### src/rtl/xirq_pkg.sv
package xirq_pkg;
  localparam int unsigned N_PIN = 4;
  localparam int unsigned DEC_SPAN = 4;
  localparam int unsigned OFF_W = 12;
  localparam logic [OFF_W-1:0] EN_BASE  = 12'h000;
  localparam logic [OFF_W-1:0] RAW_BASE = 12'h040;
  localparam logic [OFF_W-1:0] ISR_BASE = 12'h080;
  localparam logic [OFF_W-1:0] PM_BASE  = 12'h0C0;
  localparam logic [OFF_W-1:0] CM_BASE  = 12'h100;
  localparam logic [OFF_W-1:0] BO_BASE  = 12'h200;
  localparam logic [OFF_W-1:0] ND_BASE  = 12'h240;

  function automatic logic in_win(logic [OFF_W-1:0] off, logic [OFF_W-1:0] base,
                                  int unsigned n);
    return (off >= base) && ((off - base) < OFF_W'(n));
  endfunction
endpackage

### src/rtl/xirq_byte_dec.sv
module xirq_byte_dec #(
  parameter int unsigned N_OUT = 4,
  parameter int unsigned OUT_W = 2
) (
  input  logic [7:0]       byte_i,
  output logic [OUT_W-1:0] idx_o
);
  import xirq_pkg::*;

  always_comb begin
    int lo;
    logic found;
    lo = 0;
    found = 1'b0;
    for (int i = DEC_SPAN - 1; i >= 0; i--) begin
      if (byte_i[i]) begin
        lo = i;
        found = 1'b1;
      end
    end
    idx_o = (found && lo < int'(N_OUT)) ? OUT_W'(lo) : '0;
  end
endmodule

### src/rtl/xirq_src_slice.sv
module xirq_src_slice #(
  parameter int unsigned N_CPU = 4,
  parameter int unsigned CPU_W = 2
) (
  input  logic             src_i,
  input  logic             raw_q_i,
  input  logic             en_q_i,
  input  logic             en_wr_i,
  input  logic             en_new_i,
  input  logic             core_wr_i,
  input  logic [CPU_W-1:0] core_old_i,
  input  logic [CPU_W-1:0] core_new_i,
  input  logic             w1c_i,
  input  logic [CPU_W-1:0] req_i,
  input  logic [N_CPU-1:0] col_q_i,
  output logic             en_d_o,
  output logic [N_CPU-1:0] col_d_o
);
  logic [CPU_W-1:0] c_cur;

  // Order: enable replay, retarget, acknowledge, then source edge.
  always_comb begin
    col_d_o = col_q_i;
    en_d_o  = en_wr_i ? en_new_i : en_q_i;
    c_cur   = core_wr_i ? core_new_i : core_old_i;
    if (en_wr_i && raw_q_i) begin
      if (en_new_i && !en_q_i) col_d_o[core_old_i] = 1'b1;
      if (!en_new_i && en_q_i) col_d_o[core_old_i] = 1'b0;
    end
    if (core_wr_i && raw_q_i && (core_new_i != core_old_i)) begin
      col_d_o[core_old_i] = 1'b0;
      if (en_d_o) col_d_o[core_new_i] = 1'b1;
    end
    if (w1c_i) begin
      for (int c = 0; c < int'(N_CPU); c++)
        if (CPU_W'(c) == req_i) col_d_o[c] = 1'b0;
    end
    if (src_i && !raw_q_i && en_d_o) col_d_o[c_cur] = 1'b1;
    if (!src_i && raw_q_i) col_d_o[c_cur] = 1'b0;
  end
endmodule

### src/rtl/xirq_pin_agg.sv
module xirq_pin_agg #(
  parameter int unsigned N_SRC = 64,
  parameter int unsigned N_CPU = 4
) (
  input  logic [N_CPU-1:0][N_SRC-1:0]      isr_i,
  input  logic [N_SRC/32-1:0][1:0]         pin_of_grp_i,
  output logic [N_CPU*xirq_pkg::N_PIN-1:0] irq_o
);
  import xirq_pkg::*;

  logic [N_PIN-1:0][N_SRC-1:0] pin_mask;

  for (genvar p = 0; p < N_PIN; p++) begin : g_mask
    for (genvar s = 0; s < N_SRC; s++) begin : g_src
      assign pin_mask[p][s] = (pin_of_grp_i[s/32] == 2'(p));
    end
  end

  for (genvar c = 0; c < N_CPU; c++) begin : g_cpu
    for (genvar p = 0; p < N_PIN; p++) begin : g_pin
      assign irq_o[c*N_PIN+p] = |(isr_i[c] & pin_mask[p]);
    end
  end
endmodule

### src/rtl/xirq_router.sv
module xirq_router
  import xirq_pkg::*;
#(
  parameter int unsigned N_SRC  = 64,
  parameter int unsigned N_CPU  = 4,
  parameter int unsigned N_NODE = 8,
  localparam int unsigned CPU_W = (N_CPU > 1) ? $clog2(N_CPU) : 1
) (
  input  logic                   clk_i,
  input  logic                   rst_ni,
  input  logic [N_SRC-1:0]       src_i,
  input  logic                   wr_en_i,
  input  logic                   rd_en_i,
  input  logic [OFF_W-1:0]       off_i,
  input  logic [31:0]            wdata_i,
  input  logic [CPU_W-1:0]       req_id_i,
  output logic [31:0]            rdata_o,
  output logic [N_CPU*N_PIN-1:0] irq_o
);
  localparam int unsigned N_GRP = N_SRC / 32;
  localparam int unsigned N_PMW = (N_GRP + 3) / 4;
  localparam int unsigned N_CMW = N_SRC / 4;

  logic [N_SRC-1:0] raw_q, en_q, en_d;
  logic [N_CPU-1:0][N_SRC-1:0] isr_q, isr_d;
  logic [31:0] pmap_q [N_PMW];
  logic [31:0] cmap_q [N_CMW];
  logic [31:0] bnc_q  [N_GRP];
  logic [31:0] node_q [N_NODE];

  logic [N_SRC-1:0][CPU_W-1:0] core_idx, core_new;
  logic [N_GRP-1:0][1:0]       pin_of_grp;
  logic [N_SRC-1:0][N_CPU-1:0] col_q, col_d;

  logic en_hit, raw_hit, isr_hit, pm_hit, cm_hit, bo_hit, nd_hit;
  logic [OFF_W-1:0] en_rel, raw_rel, isr_rel, pm_rel, cm_rel, bo_rel, nd_rel;

  assign en_hit  = in_win(off_i, EN_BASE,  N_GRP);
  assign raw_hit = in_win(off_i, RAW_BASE, N_GRP);
  assign isr_hit = in_win(off_i, ISR_BASE, N_GRP);
  assign pm_hit  = in_win(off_i, PM_BASE,  N_PMW);
  assign cm_hit  = in_win(off_i, CM_BASE,  N_CMW);
  assign bo_hit  = in_win(off_i, BO_BASE,  N_GRP);
  assign nd_hit  = in_win(off_i, ND_BASE,  N_NODE);
  assign en_rel  = off_i - EN_BASE;
  assign raw_rel = off_i - RAW_BASE;
  assign isr_rel = off_i - ISR_BASE;
  assign pm_rel  = off_i - PM_BASE;
  assign cm_rel  = off_i - CM_BASE;
  assign bo_rel  = off_i - BO_BASE;
  assign nd_rel  = off_i - ND_BASE;

  for (genvar g = 0; g < N_GRP; g++) begin : g_grp
    xirq_byte_dec #(.N_OUT(N_PIN), .OUT_W(2)) u_pdec (
      .byte_i(pmap_q[g/4][8*(g%4) +: 8]),
      .idx_o (pin_of_grp[g])
    );
  end

  for (genvar s = 0; s < N_SRC; s++) begin : g_src
    xirq_byte_dec #(.N_OUT(N_CPU), .OUT_W(CPU_W)) u_cdec_q (
      .byte_i(cmap_q[s/4][8*(s%4) +: 8]),
      .idx_o (core_idx[s])
    );
    xirq_byte_dec #(.N_OUT(N_CPU), .OUT_W(CPU_W)) u_cdec_w (
      .byte_i(wdata_i[8*(s%4) +: 8]),
      .idx_o (core_new[s])
    );
    for (genvar c = 0; c < N_CPU; c++) begin : g_col
      assign col_q[s][c] = isr_q[c][s];
      assign isr_d[c][s] = col_d[s][c];
    end
    xirq_src_slice #(.N_CPU(N_CPU), .CPU_W(CPU_W)) u_slice (
      .src_i     (src_i[s]),
      .raw_q_i   (raw_q[s]),
      .en_q_i    (en_q[s]),
      .en_wr_i   (wr_en_i && en_hit && en_rel == OFF_W'(s/32)),
      .en_new_i  (wdata_i[s%32]),
      .core_wr_i (wr_en_i && cm_hit && cm_rel == OFF_W'(s/4)),
      .core_old_i(core_idx[s]),
      .core_new_i(core_new[s]),
      .w1c_i     (wr_en_i && isr_hit && isr_rel == OFF_W'(s/32) && wdata_i[s%32]),
      .req_i     (req_id_i),
      .col_q_i   (col_q[s]),
      .en_d_o    (en_d[s]),
      .col_d_o   (col_d[s])
    );
  end

  xirq_pin_agg #(.N_SRC(N_SRC), .N_CPU(N_CPU)) u_agg (
    .isr_i       (isr_q),
    .pin_of_grp_i(pin_of_grp),
    .irq_o       (irq_o)
  );

  always_ff @(posedge clk_i or negedge rst_ni) begin
    if (!rst_ni) begin
      raw_q <= '0;
      en_q  <= '0;
      isr_q <= '0;
      for (int w = 0; w < int'(N_PMW); w++) pmap_q[w] <= '0;
      for (int w = 0; w < int'(N_CMW); w++) cmap_q[w] <= '0;
      for (int w = 0; w < int'(N_GRP); w++) bnc_q[w] <= '0;
      for (int w = 0; w < int'(N_NODE); w++) node_q[w] <= '0;
    end else begin
      raw_q <= src_i;
      en_q  <= en_d;
      isr_q <= isr_d;
      if (wr_en_i) begin
        for (int w = 0; w < int'(N_PMW); w++)
          if (pm_hit && pm_rel == OFF_W'(w)) pmap_q[w] <= wdata_i;
        for (int w = 0; w < int'(N_CMW); w++)
          if (cm_hit && cm_rel == OFF_W'(w)) cmap_q[w] <= wdata_i;
        for (int w = 0; w < int'(N_GRP); w++)
          if (bo_hit && bo_rel == OFF_W'(w)) bnc_q[w] <= wdata_i;
        for (int w = 0; w < int'(N_NODE); w++)
          if (nd_hit && nd_rel == OFF_W'(w)) node_q[w] <= wdata_i;
      end
    end
  end

  always_comb begin
    rdata_o = '0;
    if (rd_en_i) begin
      for (int g = 0; g < int'(N_GRP); g++) begin
        if (en_hit && en_rel == OFF_W'(g))   rdata_o = en_q[32*g +: 32];
        if (raw_hit && raw_rel == OFF_W'(g)) rdata_o = raw_q[32*g +: 32];
        if (bo_hit && bo_rel == OFF_W'(g))   rdata_o = bnc_q[g];
        for (int c = 0; c < int'(N_CPU); c++)
          if (isr_hit && isr_rel == OFF_W'(g) && req_id_i == CPU_W'(c))
            rdata_o = isr_q[c][32*g +: 32];
      end
      for (int w = 0; w < int'(N_PMW); w++)
        if (pm_hit && pm_rel == OFF_W'(w)) rdata_o = pmap_q[w];
      for (int w = 0; w < int'(N_CMW); w++)
        if (cm_hit && cm_rel == OFF_W'(w)) rdata_o = cmap_q[w];
      for (int w = 0; w < int'(N_NODE); w++)
        if (nd_hit && nd_rel == OFF_W'(w)) rdata_o = node_q[w];
    end
  end
endmodule

### config.mk
export PLATFORM = sky130hd
export DESIGN_NAME = xirq_router
export DESIGN_NICKNAME = d
export VERILOG_FILES = /design/src/rtl/xirq_pkg.sv /design/src/rtl/xirq_byte_dec.sv /design/src/rtl/xirq_src_slice.sv /design/src/rtl/xirq_pin_agg.sv /design/src/rtl/xirq_router.sv
export SDC_FILE = /design/constraint.sdc
export NUM_CORES = 2
export LEC_CHECK = 0
export ABC_CLOCK_PERIOD_IN_PS = 3070
export BUFFER_PORTS_ARGS = -buffer_cell sky130_fd_sc_hd__buf_2
export CAP_MARGIN = 40
export CORE_ASPECT_RATIO = 0.8
export CORE_MARGIN = 3
export CORE_UTILIZATION = 59
export DETAILED_ROUTE_END_ITERATION = 8
export GPL_ROUTABILITY_DRIVEN = 0
export PLACE_DENSITY = 0.87
export SYNTH_ARGS = -nofsm -noshare
export SYNTH_HDL_FRONTEND = slang
export SYNTH_HIERARCHICAL = 1
export SYNTH_SLANG_ARGS = --single-unit
### constraint.sdc
create_clock -name clk_i -period 3.07 [get_ports clk_i]
set_clock_uncertainty 0.15 [all_clocks]
set_input_delay 0.1535 -clock clk_i [delete_from_list [all_inputs] [get_ports clk_i]]
set_output_delay 0.1535 -clock clk_i [all_outputs]
set_load 0.1 [all_outputs]
==> metrics.txt, run 1 <==
Clock Sinks 1,248; Clock Path Buffers 3; post-synth top area share 34.4%; Die H 357 um; total global-route track usage 77.6%; Post-synth EDFFs 0; cts bufs inserted 132; I/O pin count 162; post-synth cell types 105; First Err [ERROR GRT-0116] Global routing finished with congestion. Check the congestion regions in the DRC Viewer.; input/output buffers 161; Synth area leaders dfrtp_1, mux2_2, nand2_1; register area share after synthesis 34.4%; Initial Util 59.5%; post-DP HPWL 302,000 um; num rows 128; yosys warns 6; Cell Count Post-Placement 12.5k; pre-CTS setup slack -1010 ps; placed inst area 0.103 mm^2; ys async rst share 100%; commonest cells in the netlist dfrtp_1, mux2_2, nand2_1, nor2_1, a21oi_1; post-synthesis register bit count 1,248; Mapped Cells 9,751; status aborted with a tool error; Syn Area/Cell 9.32 um^2; H-tree depth 4; most frequent cell after synthesis dfrtp_1; first-pass GRT wire length 914,000 um; Die Wd 445 um; vias in the first global route 122k; remaining global-route overflow 1,648; Mapped Nets 9,871; Failed at 5_1_grt; Root Driver clkbuf_16; Yosys top cell by area dfrtp_1; top_reg_cell synth dfrtp_1; largest net degree at the start of global routing 120; Post-Syn Area 0.0909 mm^2
[routing by layer]
layer / GRT overflow / GRT usage, %
met5: 23 / 59.5
met4: 433 / 72.3
met3: 251 / 74.5
met2: 714 / 85.1
met1: 227 / 76.9
[kinds of logic after synthesis]
family / count (synthesis) / share of synthesized area [%]
flops: 1248 / 34.4
compound gates: 2841 / 23.8
simple gates: 3372 / 21.3
fa+ha+maj: 6 / 0.0826
xor+xnor: 134 / 1.42
mux: 1055 / 13.2
buf+inv: 1095 / 5.87
[through the flow]
stage	setup TNS, ps	utilization (%)
floorplan	-119270	-
global placement	-218530	67.6
detailed placement	-278280	67.6
CTS	-13670	73.9
[what timing repair did]
action | 4_1_cts
buffers inserted | 139
endpoints found under the setup margin | 56
endpoints found under the hold margin | 1712
hold buffers | 141
resized for setup | 609
pin swaps | 223
gates cloned | 2
==> run 2: changes to the inputs <==
- ABC_CLOCK_PERIOD_IN_PS: 3070 -> 4000
- CORE_ASPECT_RATIO: 0.8 -> unset
- CORE_UTILIZATION: 59 -> 40
- PLACE_DENSITY: 0.87 -> unset
- PLACE_DENSITY_LB_ADDON: unset -> 0.15
- clock period: 3.07 -> 4 ns (I/O delays scaled with it)
==> run 2 against run 1 <==
  * Synthesized area unchanged
  * Synthesized cell count did not move
  * The flow now finishes, with violations (hold timing, setup timing)
==> metrics.txt, run 2 <==
Hold Path Class in -> reg; Buf+Inv Stages, Crit Path 1; max incr delay on CP 740 ps; failing checks hold timing, setup timing; Worst VDD drop 0.000447 V; largest net degree at the start of global routing 144; Tmin final 4140 ps; Layout area overhead 19.3%; CP endpoint kind output pin; worst flop-to-flop path startpoint cmap_q[243]; Routed Antenna Nets 0; CP Class reg -> out; num rows 174; post-synthesis register bit count 1,248; Die Wd 483 um; sw frac 28.3%; Clock Sinks 1,248; NetSw 8.79 mW; setup TNS -616 ps; Yosys top cell by area dfrtp_1; top_reg_cell synth dfrtp_1; worst path required time 3650 ps; Final Max Tran Viols 0; Post-Syn Area 0.0909 mm^2; RSZ-0062 raised after global routing true; Pre-antenna DRT Iters 9; Synth area leaders dfrtp_1, mux2_2, nand2_1; max reg flops 512; post-synth top area share 34.4%; Seq. cell area 0.0312 mm^2; H-tree depth 4; Mapped Nets 9,871; Core ar. 0.225 mm^2; I/O pin count 162; initial antenna violation count 26; # DRC 0; share of cells above drive strength 1 28.0%; Nets 10.5k; Tcrit/Tclk final 104%; yosys warns 6; hold path depth 7; final setup violation count 7; Power, Total 31.1 mW; most frequent cell after synthesis dfrtp_1; Clock Path Buffers 3; fill cell count 21.0k; CTS tree done; sequential power share 41.6%; Mapped Cells 9,751; multi-input logic area 0.0553 mm^2; crit path max fanout 4; Layout Cells excl Fill 13.5k; R2R depth 8; Max Cap Viol 0; register area share after synthesis 34.4%; Syn Area/Cell 9.32 um^2; first-pass GRT wire length 620,000 um; Crit. Startpoint col_q[227]; Vias 89.9k; Die H 483 um; ys async rst share 100%; Critical Path, Cell by Cell nor4_1, nand4_1, nor2_2, o22ai_1, buf_2; commonest cells in the netlist dfrtp_1, mux2_2, nand2_1, nor2_1, a21oi_1; die area 0.233 mm^2; total global-route track usage 36.3%; Largest Register cmap_q; Post-synth EDFFs 0; Int Pwr 22.3 mW; Pleak 45.6 nW; post-synth cell types 105; CP Depth 5; startpoint types flop; min-delay src off_i[10]; post-DP HPWL 319,000 um; endpoints failing hold 1; drt initial violations 11.9k; Logic pwr share 9.5%; cts bufs inserted 156; Util after Layout 48.1%; status finished, violations left; pre-CTS setup slack -334 ps; worst setup margin -140 ps; clock latency on the worst-skew pair 900 ps; remaining global-route overflow 0; design area 0.108 mm^2; Max-slew headroom 33.4%; most frequent cells in the layout dfrtp_1, mux2_2, buf_4; Crit path arrival time 3790 ps; Clock Power Share 48.8%; Avg WL per Cell 32.3 um; Initial Util 40.3%; Cell Count Post-Placement 13.1k; pwr/cell area 287 mW/mm^2; placed inst area 0.100 mm^2; Worst path slowest cell nor4_1; WHS -13.1 ps; commonest non-fill, non-tap cell in the layout dfrtp_1; Vias/cell 6.63; fmax 242 MHz; Tightest Pin Transition 998 ps; vias in the first global route 84.9k; input/output buffers 161; Root Driver clkbuf_16; crit-path leading delay family simple AND/OR/NAND/NOR gates; final WL 437,000 um; clock slew at reported path FFs 60 ps
run 2: cell counts after synthesis:
No cell type changed its count.
run 2: area by class of cell:
class                      count  share of cell area [%]
sequential                  1248                    28.8
multi-input combinational   7408                    51.0
clock buffer                 229                    4.19
inverter                     341                    1.18
antenna                       24                  0.0554
tap                         2992                    3.45
clock inverter                55                   0.793
timing repair buffer        1247                    10.5
run 2: worst paths after layout:
kind	endpoint	slack, ps
worst max-delay path	irq_o[12]	-140
worst min-delay path	cmap_q[501]	-10
worst max register to register	col_q[136]	630
worst min register to register	cmap_q[231]	340
max in group asynchronous	col_q[176]	2160
min in group asynchronous	cmap_q[341]	420
run 2: logic make-up after synthesis:
group | synth area share, %
AND/OR/NAND/NOR | 21.3
AO/OA/AOI/OAI | 23.8
flip-flops | 34.4
buffers and inverters | 5.87
multiplexers | 13.2
XOR/XNOR | 1.42
adder cells (fa/ha/maj) | 0.0826
run 2: power groups by stage:
stage	Combinational, mW	Clock, mW	Sequential, mW
global placement	2.66	0	13.2
floorplan	1.34	0	13.0
CTS	2.87	15.3	12.9
detailed placement	2.72	0	13.2
global route	3.10	15.8	12.9
finish	2.97	15.2	12.9
run 2: tightest hold or removal path, cell delays in order:
cell and delay (ps):
buf_12 110, nor3b_1 50, buf_4 150, nand2_1 160, nor3_1 90, nand2_2 80, mux2_2 150
run 2: what timing repair did:
| action | in CTS | in global routing |
|---|---|---|
| endpoints found under the hold margin | 1754 | 0 |
| setup buffers | 8 | 13 |
| endpoints found under the setup margin | 35 | 32 |
| hold buffers | 157 | 0 |
| pin swaps | 18 | 39 |
| cloned | 1 | 0 |
| resized for setup | 62 | 109 |
run 2: per-layer routing:
| metal | global-route usage, % | up-vias | wire, um |
|---|---|---|---|
| li1 | - | 38100 | - |
| met1 | 48.3 | 45100 | 174000 |
| met2 | 52.3 | 5512 | 183000 |
| met3 | 9.81 | 1195 | 49500 |
| met4 | 22.1 | 10 | 30100 |
| met5 | 0 | - | 73 |
No activity file was read; power rests on OpenSTA's default activity.
